## src/rtl/txtap_pkg.sv

```systemverilog
package txtap_pkg;
    localparam int NUM_PRE   = 3;
    localparam int NUM_REFL  = 8;
    localparam int NUM_TAPS  = 1 + NUM_PRE + NUM_REFL;
    localparam int MAG_W     = 6;
    localparam int TERM_W    = 4;
    localparam int FIELD_W   = MAG_W + 1;
    localparam int CHAIN_LEN = NUM_TAPS * FIELD_W + TERM_W;
    localparam int MAX_ABS   = NUM_TAPS * ((1 << MAG_W) - 1);
    localparam int SUM_W     = $clog2(MAX_ABS + 1) + 1;

    typedef struct packed {
        logic             invert;
        logic [MAG_W-1:0] mag;
    } tap_cfg_t;

    typedef logic signed [SUM_W-1:0] sum_t;

    // signed contribution of one tap
    function automatic sum_t tap_term(input logic bit_in, input tap_cfg_t cfg);
        sum_t m;
        m = sum_t'(cfg.mag);
        return (bit_in ^ cfg.invert) ? m : -m;
    endfunction
endpackage

```

## src/rtl/txtap_scan_cfg.sv

```systemverilog
module txtap_scan_cfg #(
    parameter int LEN = 88
) (
    input  logic           clk,
    input  logic           rst,
    input  logic           shift_en,
    input  logic           shift_in,
    input  logic           capture,
    output logic           shift_out,
    output logic [LEN-1:0] active_q
);
    logic [LEN-1:0] shadow_q;

    always_ff @(posedge clk) begin
        if (rst) begin
            shadow_q <= '0;
        end else if (shift_en) begin
            shadow_q <= {shadow_q[LEN-2:0], shift_in};
        end
    end

    always_ff @(posedge clk) begin
        if (rst) begin
            active_q <= '0;
        end else if (capture) begin
            active_q <= shadow_q;
        end
    end

    assign shift_out = shadow_q[LEN-1];
endmodule

```

## src/rtl/txtap_cfg_unpack.sv

```systemverilog
module txtap_cfg_unpack
    import txtap_pkg::*;
#(
    parameter int TAPS  = NUM_TAPS,
    parameter int TW    = TERM_W,
    parameter int LEN   = TAPS * FIELD_W + TW
) (
    input  logic [LEN-1:0] vec_i,
    output tap_cfg_t       taps_o [TAPS],
    output logic [TW-1:0]  term_o
);
    assign term_o = vec_i[TW-1:0];

    for (genvar k = 0; k < TAPS; k++) begin : g_field
        localparam int BASE = TW + k * FIELD_W;
        assign taps_o[k].mag    = vec_i[BASE +: MAG_W];
        assign taps_o[k].invert = vec_i[BASE + MAG_W];
    end
endmodule

```

## src/rtl/txtap_adder.sv

```systemverilog
module txtap_adder
    import txtap_pkg::*;
#(
    parameter int TAPS = NUM_TAPS
) (
    input  logic            clk,
    input  logic            rst,
    input  logic [TAPS-1:0] bits_i,
    input  tap_cfg_t        taps_i [TAPS],
    output sum_t            sum_q
);
    sum_t terms [TAPS];
    sum_t acc;

    for (genvar k = 0; k < TAPS; k++) begin : g_term
        assign terms[k] = tap_term(bits_i[k], taps_i[k]);
    end

    always_comb begin
        acc = '0;
        for (int k = 0; k < TAPS; k++) begin
            acc = acc + terms[k];
        end
    end

    always_ff @(posedge clk) begin
        if (rst) begin
            sum_q <= '0;
        end else begin
            sum_q <= acc;
        end
    end
endmodule

```

## src/rtl/txtap_combiner.sv

```systemverilog
module txtap_combiner
    import txtap_pkg::*;
(
    input  logic                    clk,
    input  logic                    rst,
    input  logic                    main_bit,
    input  logic [NUM_PRE-1:0]      pre_bits,
    input  logic [NUM_REFL-1:0]     refl_bits,
    input  logic                    scan_en,
    input  logic                    scan_in,
    input  logic                    scan_capture,
    output logic                    scan_out,
    output logic signed [SUM_W-1:0] sum_out,
    output logic [TERM_W-1:0]       term_code
);
    logic [CHAIN_LEN-1:0] active_vec;
    tap_cfg_t             taps [NUM_TAPS];
    logic [NUM_TAPS-1:0]  tap_bits;
    sum_t                 sum_q;

    assign tap_bits = {refl_bits, pre_bits, main_bit};

    txtap_scan_cfg #(.LEN(CHAIN_LEN)) u_cfg (
        .clk       (clk),
        .rst       (rst),
        .shift_en  (scan_en),
        .shift_in  (scan_in),
        .capture   (scan_capture),
        .shift_out (scan_out),
        .active_q  (active_vec)
    );

    txtap_cfg_unpack #(.TAPS(NUM_TAPS), .TW(TERM_W), .LEN(CHAIN_LEN)) u_unpack (
        .vec_i  (active_vec),
        .taps_o (taps),
        .term_o (term_code)
    );

    txtap_adder #(.TAPS(NUM_TAPS)) u_add (
        .clk    (clk),
        .rst    (rst),
        .bits_i (tap_bits),
        .taps_i (taps),
        .sum_q  (sum_q)
    );

    assign sum_out = sum_q;
endmodule

```

## config.mk

```make
export PLATFORM = sky130hd
export DESIGN_NAME = txtap_combiner
export DESIGN_NICKNAME = d
export VERILOG_FILES = /design/src/rtl/txtap_pkg.sv /design/src/rtl/txtap_scan_cfg.sv /design/src/rtl/txtap_cfg_unpack.sv /design/src/rtl/txtap_adder.sv /design/src/rtl/txtap_combiner.sv
export SDC_FILE = /design/constraint.sdc
export NUM_CORES = 1
export LEC_CHECK = 0
export BUFFER_PORTS_ARGS = -buffer_cell sky130_fd_sc_hd__buf_2
export CAP_MARGIN = 10
export CORE_MARGIN = 3
export CORE_UTILIZATION = 30
export DETAILED_ROUTE_END_ITERATION = 10
export PLACE_DENSITY = 0.53
export SYNTH_ARGS = -nofsm -noshare
export SYNTH_HDL_FRONTEND = slang
export SYNTH_SLANG_ARGS = --single-unit
```

## constraint.sdc

```tcl
create_clock -name clk -period 16 [get_ports clk]
set_input_delay 1.6 -clock clk [delete_from_list [all_inputs] [get_ports clk]]
set_output_delay 1.6 -clock clk [all_outputs]
set_load 0.02 [all_outputs]
```

Word level (Yosys, flattened, before mapping)
Index checks and enable logic that the tools add are counted.

Flip-flop bits (word level): 187. Input bits: 17.

$add $sub $neg: 23. Multiplexer cells: 12. Bitwise logic cells: 12.

Operators with widths (count): 2-to-1 mux 11 bit (12); negation 6 -> 11 bit (12); adder 11 bit (11); XOR 1 bit (12).

Depth between registers and ports, before layout
Gate-level depths: netlist of the first run.

Depth after elaboration: 13. Gate-level depth with buffers: 22. Depth with buffers taken out: 22.

Hierarchy
Synthesis of the first run repeated with hierarchy kept, for this count alone.

Cell total of the unflattened synthesis: 1179. Area total of the unflattened synthesis: 11527.3 µm².

By module, submodules not included: txtap_scan_cfg (instances 1, cells an instance 568, area each 6232.2 µm², seq. area each 3523.4 µm²); txtap_adder (instances 1, cells an instance 523, area each 4634.4 µm², seq. area each 220.2 µm²); txtap_cfg_unpack (instances 1, cells an instance 88, area each 660.6 µm², seq. area each 0.0 µm²).

Least setup slack after synthesis of the first run
No wires, ideal clock.

Path type: input port to flip-flop. Start point: input refl_bits[7]. End point: register u_add.sum_q[8]. Library setup time: 120 ps. Arrival time: 6296 ps. Required time: 15880 ps. Path slack: 9584 ps. Cell stages on the path: 20. Path buffers: 0. Cell sequence: xor2_1 mux2_2 fa_1 inv_1 fa_1 inv_1 fa_1 fa_1 inv_1 fa_1 inv_1 ha_1 inv_1 fa_1 nor2b_1 o21a_1 o21ai_0 a21boi_0 o21a_1 nor3_1.

Longest elaborated chain between the ends: 3.

RTL lines: from (decl) (RTL line txtap_combiner.sv:8) `input logic [NUM_REFL-1:0] refl_bits,`; XOR 1 bit (RTL line txtap_pkg.sv:23) `return (bit_in ^ cfg.invert) ? m : -m;`; 2-to-1 mux 11 bit (RTL line txtap_pkg.sv:23); adder 11 bit (RTL line txtap_adder.sv:22) `acc = acc + terms[k];`; to (signal assigned) (RTL line txtap_adder.sv:28) `sum_q <= '0;`; to (signal assigned) (RTL line txtap_adder.sv:30) `sum_q <= acc;`; to (decl) (RTL line txtap_adder.sv:10) `output sum_t sum_q`.

Every way passes these cells. A chain may end at the register's enable or synchronous reset.

Worst setup path after layout of the first run
Ends and elaborated chain as after synthesis.

==> summary.md, run 1 <==
| Metric | Value |
|---|---|
| Worst Reg2Reg Path Length in Cells | 20 |
| Crit path required time | 16.28 ns |
| Kind of start point of the critical path | input port |
| Number of warnings printed during yosys synthesis | 0 |
| Hold EP | u_cfg.active_q[0]$_SDFFE_PP0P_ |
| Data arrival, critical path | ~6.8 ns |
| Overflow left after global routing | 0 |
| Post-cts sizing count | 0 |
| Capture instance of the worst register-to-register path | u_add.sum_q[8]$_SDFF_PP0_ |
| Crit. Startpoint | refl_bits[7] |
| Combined area of the multi-input logic cells | approximately 6400 µm² |
| Library cell occupying the most area in the post-synthesis netlist | sky130_fd_sc_hd__dfxtp_1 |
| Post-layout min period | ~6.5 ns |
| Wire length of the first global-routing pass | 37,020 µm |
| Final period utilization | 0.4063 |
| Detailed Route WL | 21,960 µm |
| Number of cells on the worst hold path | 2 |
| Total clock buffers created by CTS | 17 |
| Post-placement worst setup slack | just over 9 ns |
| Worst skew pair latency | 0.44 ns |
| Critical hold path startpoint | u_cfg.active_q[0]$_SDFFE_PP0P_ |
| Capturing element type of the critical path | flip-flop |
| Pin count of the biggest net entering global routing | 96 |
| Average cell area after synthesis | a little under 10 µm² |
| Number of I/O port buffers | 32 |
| Max rail drop VDD | roughly 0.074 mV |
| Hold violation total from the final report | 0 |
| Clock tree from TritonCTS | done |
| Number of global-route vias before repair | between 6,000 and 7,000 |
| Met3 usage in global routing | 0.02450 |
| Status | finished, final reports clean |
| DIE WIDTH | about 200 µm |
| Maximum fanout count along the critical path | 9 |
| Delay of the slowest cell on the worst path | 0.55 ns |
| Cell at the root of the clock tree | sky130_fd_sc_hd__clkbuf_16 |
| Tot GR Track Use | 0.1198 |
| CTS H-Tree Depth | 4 |
| Synth top cells by count | sky130_fd_sc_hd__nor2_1 (222), sky130_fd_sc_hd__dfxtp_1 (187), sky130_fd_sc_hd__mux2i_1 (179) |
| Net count after synthesis | 1,226 |
| Headroom to the max-slew limit | 0.3514 |
| Final total power | 0.9242 mW |
| HPWL after detailed placement | approximately 17,000 µm |
| Core Footprint | 34,970 µm² |
| Average detailed-routed wire length per instance | around 14 µm |
| Die Span Y | approximately 200 µm |
| Reg-to-reg critical path startpoint | u_cfg.active_q[87]$_SDFFE_PP0P_ |
| Buffer levels on the longest clock path | 2 |
| Number of buffers inserted to repair setup after CTS | 0 |
| Seq/Total Area, Yosys | 0.3473 |
| Number of flops mapped to enable cells by yosys | 0 |
| Actual transition at the worst max-transition pin | between 0.9 and 1 ns |
| Layout-stage area growth over the synthesis result | 10.55% |
| Cell Count Post-Placement | ~1,500 |
| Top cells by area in the synthesized netlist | sky130_fd_sc_hd__dfxtp_1 (35%), sky130_fd_sc_hd__fa_1 (17%), sky130_fd_sc_hd__mux2i_1 (17%) |
| FF+latch area | ~3700 µm² |
| Cell family with most CP delay | adder cells |
| Antenna diode count | 0 |
| Hold buffer count at CTS | 0 |
| Effective utilization at floorplan | 0.3083 |
| Finish-stage setup viols | 0 |
| Critical path class | in -> reg |
| Fraction of post-synthesis cell area in the top cell type by area | 0.3473 |
| Cell count after synthesis | around 1,100 |
| Fraction of final layout cells with drive strength greater than 1 | 0.06565 |
| Met2 Resource Use GR | 0.1896 |
| Post-route setup slack | 9.499 ns |
| Pwr dens | 77.55 nW/µm² |
| Drt first-iter violations | about 290 |
| Flip-flop cell with the highest count after synthesis | sky130_fd_sc_hd__dfxtp_1 |
| Sum of negative setup slack | 0 ns |
| Cell with the most instances on the worst path | sky130_fd_sc_hd__fa_1 |
| Number of ports placed on the die boundary | 33 |
| Post-layout instance count excluding filler cells | roughly 1,600 |
| Number of nets in the finished design | between 1,000 and 1,500 |
| Leak | approximately 5.2 nW |
| Share of flip-flops with an asynchronous set or reset after synthesis | 0 |
| Setup slack, reg-to-reg | between 10 and 15 ns |
| Type of the worst min-delay path | reg -> reg |
| DRC | 0 |
| Library cell with the highest instance count after synthesis | sky130_fd_sc_hd__nor2_1 |
| Total number of vias | between 7,000 and 8,000 |
| Met1 Usage GRT | 0.1686 |
| Clock Pin Slew Worst Setup and Hold Paths | 0.08 ns |
| Critical Path, Cell by Cell | buf_2 > xor2_1 > mux2_2 > fa_1 > inv_1 > fa_1 > inv_1 > fa_1 > fa_1 > inv_1 > fa_1 > inv_1 > ha_1 > inv_1 > fa_1 > nor2b_1 > o21a_1 > o21ai_0 > a21boi_0 > o21a_1 > nor3_1 |
| Antenna violation net count after detailed routing | 0 |
| Routability congestion estimate | between 0.8 and 0.9 |
| Worst-path cell with the longest stage delay | sky130_fd_sc_hd__fa_1 |
| Drt pass-1 iters | 4 |
| Distinct cell type count after synthesis | 29 |
| Setup repair after global routing missed its margin | no |
| Flops & latches, synth | around 190 |
| Clock sink total | roughly 190 |
| Max Freq | 153.8 MHz |
| Die Area | 38,250 µm² |
| Worst path bufs/invs | 6 |
| Antenna violations before repair | 0 |
| Synth Cell Area | 10,780 µm² |
| Number of fill cells | between 3,000 and 4,000 |
| Max-cap violations | 0 |
| Number of vias per cell after detailed routing | approximately 4.5 |
| Number of max-slew violations in the final report | 0 |
| Clock skew after layout | roughly 0.014 ns |
| # rows | around 70 |
| GRT Max-Usage Layer | met2 |
power by group:
part | internal (mW) | switching, mW
clock | 0.211 | 0.211
sequential | 0.465 | 0.000309
combinational | 0.0129 | 0.0245
stage by stage:
stage	cell area, µm²	utilization	hold slack (ns)
2_1_floorplan	10780	-	0.4617
3_3_place_gp	11320	0.3238	0.4781
3_5_place_dp	11320	0.3238	0.4841
4_1_cts	11920	0.3408	0.5049
5_1_grt	11920	0.3408	0.5329
6_report	11920	0.3408	0.4964
registers in the layout, indices dropped and copies added, names as in the netlist:
| register | flops |
|---|---|
| u_cfg.active_q | 88 |
| u_add.sum_q | 11 |
| u_cfg.shadow_q | 88 |
worst reg2reg max path, delay by kind of cell, from the launching register on:
kind | cells | cell delay [ns]
muxes | 1 | 0.42
DFF | 1 | 0.35
and+or+nand+nor | 2 | 0.21
AOI/OAI and AO/OA | 4 | 0.69
adders and majority gates | 7 | 2.93
xor gates and xnor gates | 1 | 0.53
buffers and inverters | 5 | 0.32
final cells by class:
cell class | instances | area share
clock buffer | 17 | 0.03570
clock inverter | 15 | 0.01428
inverter | 113 | 0.03559
multi-input combinational | 745 | 0.5363
sequential | 187 | 0.3141
tap | 455 | 0.04777
timing repair buffer | 35 | 0.01627
cell families after synthesis:
logic type      count (synthesis)  synth area share
fa+ha+maj                     118            0.2017
mux                           185            0.1725
xor+xnor                       79           0.06418
buf+inv                       159           0.05989
flops                         187            0.3473
simple gates                  277            0.1052
compound gates                 86           0.04933
layout by cell type (no fill, tap or decap), types with 6 or more instances in the layout:
| cell | n |
|---|---|
| sky130_fd_sc_hd__inv_1 | 113 |
| sky130_fd_sc_hd__dfxtp_1 | 187 |
| sky130_fd_sc_hd__a21oi_1 | 31 |
| sky130_fd_sc_hd__xnor2_1 | 41 |
| sky130_fd_sc_hd__mux2_2 | 6 |
| sky130_fd_sc_hd__nand2_1 | 6 |
| sky130_fd_sc_hd__nor4_1 | 9 |
| sky130_fd_sc_hd__nor2_1 | 222 |
| sky130_fd_sc_hd__nand2b_1 | 6 |
| sky130_fd_sc_hd__nor3_1 | 23 |
| sky130_fd_sc_hd__mux2i_1 | 179 |
| sky130_fd_sc_hd__fa_1 | 93 |
| sky130_fd_sc_hd__xor2_1 | 38 |
| sky130_fd_sc_hd__clkbuf_16 | 17 |
| sky130_fd_sc_hd__a21o_1 | 29 |
| sky130_fd_sc_hd__nor2b_1 | 6 |
| sky130_fd_sc_hd__o21ai_0 | 15 |
| sky130_fd_sc_hd__ha_1 | 25 |
| sky130_fd_sc_hd__buf_2 | 29 |
worst max path at each step:
| stage | cells past startpoint | to | slack (ns) |
|---|---|---|---|
| after floorplan | 20 | u_add.sum_q[8]$_SDFF_PP0_ | 9.58 |
| after global placement | 21 | u_add.sum_q[8]$_SDFF_PP0_ | 9.13 |
| after detailed placement | 21 | u_add.sum_q[8]$_SDFF_PP0_ | 9.05 |
| after CTS | 21 | u_add.sum_q[8]$_SDFF_PP0_ | 9.53 |
| after global routing | 21 | u_add.sum_q[8]$_SDFF_PP0_ | 9.13 |
| final | 21 | u_add.sum_q[8]$_SDFF_PP0_ | 9.50 |
metal layers:
layer / up-vias / share of wire
met5: - / 0
met4: 0 / 0.011
met3: 13 / 0.034
met2: 78 / 0.46
met1: 3400 / 0.49
li1: 3535 / -
No activity file was read; power rests on OpenSTA's default activity.
==> run 2: changes to the inputs <==
--- a/config.mk
+++ b/config.mk
@@ -10,7 +10,7 @@
 export CORE_MARGIN = 3
 export CORE_UTILIZATION = 30
 export DETAILED_ROUTE_END_ITERATION = 10
-export PLACE_DENSITY = 0.53
+export PLACE_DENSITY = 0.55
 export SYNTH_ARGS = -nofsm -noshare
 export SYNTH_HDL_FRONTEND = slang
 export SYNTH_SLANG_ARGS = --single-unit
==> constraint.sdc (replaced) <==
create_clock -name clk -period 5.95 [get_ports clk]
set_input_delay 0.595 -clock clk [delete_from_list [all_inputs] [get_ports clk]]
set_output_delay 0.595 -clock clk [all_outputs]
set_load 0.02 [all_outputs]
==> run 2 against run 1 <==
Against the previous run: design area increased by 0.72%; highest routed layer unchanged; critical path type is now reg -> reg; routed wire length decreased by 0.94%; die area unchanged; critical path depth decreased by 1; critical endpoint unchanged; global-route usage decreased by 0.066 points; sequential power increased to 2.7 times the previous value; clock power increased to 2.8 times the previous value.
==> summary.md, run 2 (synthesis results as in run 1) <==
| Metric | Value |
|---|---|
| Max-cap violations | 0 |
| Post-cts sizing count | 0 |
| Layout-stage area growth over the synthesis result | 11.35% |
| Die Span Y | around 200 µm |
| Max Freq | 185.5 MHz |
| Number of global-route vias before repair | around 7,000 |
| Delay of the slowest cell on the worst path | around 0.55 ns |
| Share of total power in the clock network | 0.460 |
| Post-route standard cell area excluding fillers | around 12,000 µm² |
| Pwr dens | between 200 and 250 nW/µm² |
| Placed instance area | ~11,000 µm² |
| Finish-stage setup viols | 0 |
| Worst skew pair latency | 0.44 ns |
| Leak | 5.268 nW |
| Data arrival, critical path | 5.67 ns |
| Number of I/O port buffers | 32 |
| Actual transition at the worst max-transition pin | a little under 0.9 ns |
| DIE WIDTH | slightly below 200 µm |
| Critical path class | reg -> reg |
| Net switching component of the power | between 0.5 and 0.6 mW |
| Drt first-iter violations | 323 |
| Headroom to the max-slew limit | 0.4076 |
| Routability congestion estimate | slightly above 0.8 |
| Commonest non-fill, non-tap cell in the layout | sky130_fd_sc_hd__nor2_1 |
| Setup repair after global routing missed its margin | no |
| Number of nets in the finished design | 1,246 |
| Met2 Resource Use GR | 0.1862 |
| Cell at the root of the clock tree | sky130_fd_sc_hd__clkbuf_16 |
| Pin count of the biggest net entering global routing | roughly 120 |
| Core Footprint | approximately 35,000 µm² |
| Wire length of the first global-routing pass | about 37,000 µm |
| Type of the worst min-delay path | in -> reg |
| Max rail drop VDD | 0.1364 mV |
| Number of vias per cell after detailed routing | around 4.4 |
| Part of the total power dissipated in combinational logic | 0.042 |
| Clock sink total | ~190 |
| Sw Ratio | 0.2363 |
| Status | finished, final reports clean |
| Average detailed-routed wire length per instance | 13.78 µm |
| Antenna violations before repair | 0 |
| Maximum fanout count along the critical path | 5 |
| Hold violation total from the final report | 0 |
| HPWL after detailed placement | 16,270 µm |
| Number of ports placed on the die boundary | 33 |
| Clock skew after layout | between 0.009 and 0.01 ns |
| Post-layout min period | around 5.4 ns |
| Total number of vias | around 7,000 |
| Sequential Power Share | 0.498 |
| Cell family with most CP delay | adder cells |
| Worst path bufs/invs | 4 |
| Internal power | slightly below 2 mW |
| Drt pass-1 iters | 7 |
| # rows | a little under 70 |
| Worst Hold Slack | 0.4078 ns |
| DRC | 0 |
| Clock Pin Slew Worst Setup and Hold Paths | roughly 0.070 ns |
| Hold buffer count at CTS | 0 |
| Overflow left after global routing | 0 |
| Antenna diode count | 0 |
| Met1 Usage GRT | 0.1689 |
| Number of buffers inserted to repair setup after CTS | 0 |
| Tot GR Track Use | 0.1192 |
| Sum of negative setup slack | 0 ns |
| Buffer levels on the longest clock path | 2 |
| GRT Max-Usage Layer | met2 |
| Cell with the most instances on the worst path | sky130_fd_sc_hd__fa_1 |
| Crit path required time | 6.23 ns |
| Met3 usage in global routing | 0.02070 |
| Largest registers ranked by flip-flop count | u_cfg.active_q: 88 flops, u_cfg.shadow_q: 88 flops, u_add.sum_q: 11 flops |
| Effective utilization at floorplan | 0.3083 |
| Final period utilization | 0.9059 |
| CTS H-Tree Depth | 4 |
| Kind of start point of the critical path | flip-flop |
| Post-placement worst setup slack | 0.2023 ns |
| Capturing element type of the critical path | flip-flop |
| Worst-path cell with the longest stage delay | sky130_fd_sc_hd__fa_1 |
| Number of max-slew violations in the final report | 0 |
| Post-route setup slack | approximately 0.56 ns |
| Detailed Route WL | approximately 22,000 µm |
| Fraction of final layout cells with drive strength greater than 1 | 0.07473 |
| Die Area | roughly 38,000 µm² |
| Top library cells by usage in the layout, fill and taps aside | sky130_fd_sc_hd__nor2_1 (222), sky130_fd_sc_hd__dfxtp_1 (187), sky130_fd_sc_hd__mux2i_1 (179) |
| Antenna violation net count after detailed routing | 0 |
| Clock tree from TritonCTS | done |
| Critical Path, Cell by Cell | inv_1 > ha_1 > nor2_1 > xor2_1 > fa_1 > fa_1 > fa_1 > fa_1 > inv_1 > fa_1 > inv_1 > ha_1 > inv_1 > fa_1 > nor2b_1 > o21a_1 > o21ai_0 > a21boi_0 > o21a_1 > nor3_1 |
| Total clock buffers created by CTS | 17 |
[run 2: cell types whose count changed in the layout (fill, tap and decap cells not counted), moves of 2 or more]
cell                         before  now
sky130_fd_sc_hd__buf_4            5   17
sky130_fd_sc_hd__clkinv_8         4    0
sky130_fd_sc_hd__bufinv_16        0    2
sky130_fd_sc_hd__clkinvlp_4       3    5
sky130_fd_sc_hd__inv_8            5    3
[run 2: final timing paths]
| check | start | endpoint | slack, ns | depth (start not counted) |
|---|---|---|---|---|
| max | u_cfg.active_q[74]$_SDFFE_PP0P_ | u_add.sum_q[8]$_SDFF_PP0_ | 0.56 | 20 |
| min reg2reg | u_cfg.active_q[1]$_SDFFE_PP0P_ | u_cfg.active_q[1]$_SDFFE_PP0P_ | 0.49 | 2 |
| min | scan_in | u_cfg.shadow_q[0]$_SDFFE_PP0P_ | 0.41 | 3 |
| max reg2reg | u_cfg.active_q[74]$_SDFFE_PP0P_ | u_add.sum_q[8]$_SDFF_PP0_ | 0.56 | 20 |
[run 2: layout make-up]
| class | instances | area [µm²] |
|---|---|---|
| well taps | 455 | 569.3 |
| repair buffers | 47 | 284.0 |
| fillers | 3531 | 22960 |
| clock buffers | 18 | 429.2 |
| inverters | 113 | 424.2 |
| flip-flops and latches | 187 | 3744 |
| clock inverters | 14 | 162.7 |
| multi-input cells | 745 | 6391 |
[run 2: worst reg2reg max path, delay by kind of cell (launching register included)]
| kind | cells | cell delay (ns) |
|---|---|---|
| fa+ha+maj | 8 | 3.34 |
| compound gates | 4 | 0.63 |
| flops | 1 | 0.45 |
| simple gates | 3 | 0.35 |
| buf+inv | 4 | 0.25 |
| xor+xnor | 1 | 0.22 |
[run 2: layer usage]
layer | share of wire | vias to the layer above
met5 | 0 | -
li1 | - | 3549
met2 | 0.45 | 73
met4 | 0.017 | 0
met3 | 0.021 | 20
met1 | 0.51 | 3347
[run 2: per-stage QoR]
stage | power [mW] | utilization | std cells
after floorplan | 1.363 | - | 1091
after global placement | 1.390 | 0.3264 | 1547
after detailed placement | 1.390 | 0.3264 | 1547
after CTS | 2.554 | 0.3433 | 1579
after global routing | 2.604 | 0.3433 | 1579
final | 2.516 | 0.3433 | 1579
[run 2: power groups by stage]
stage / sequential (mW) / clock [mW] / combinational (mW)
after global routing: 1.25 / 1.24 / 0.115
after global placement: 1.28 / 0 / 0.108
after detailed placement: 1.28 / 0 / 0.108
after CTS: 1.25 / 1.19 / 0.108
after floorplan: 1.28 / 0 / 0.0815
final: 1.25 / 1.16 / 0.106
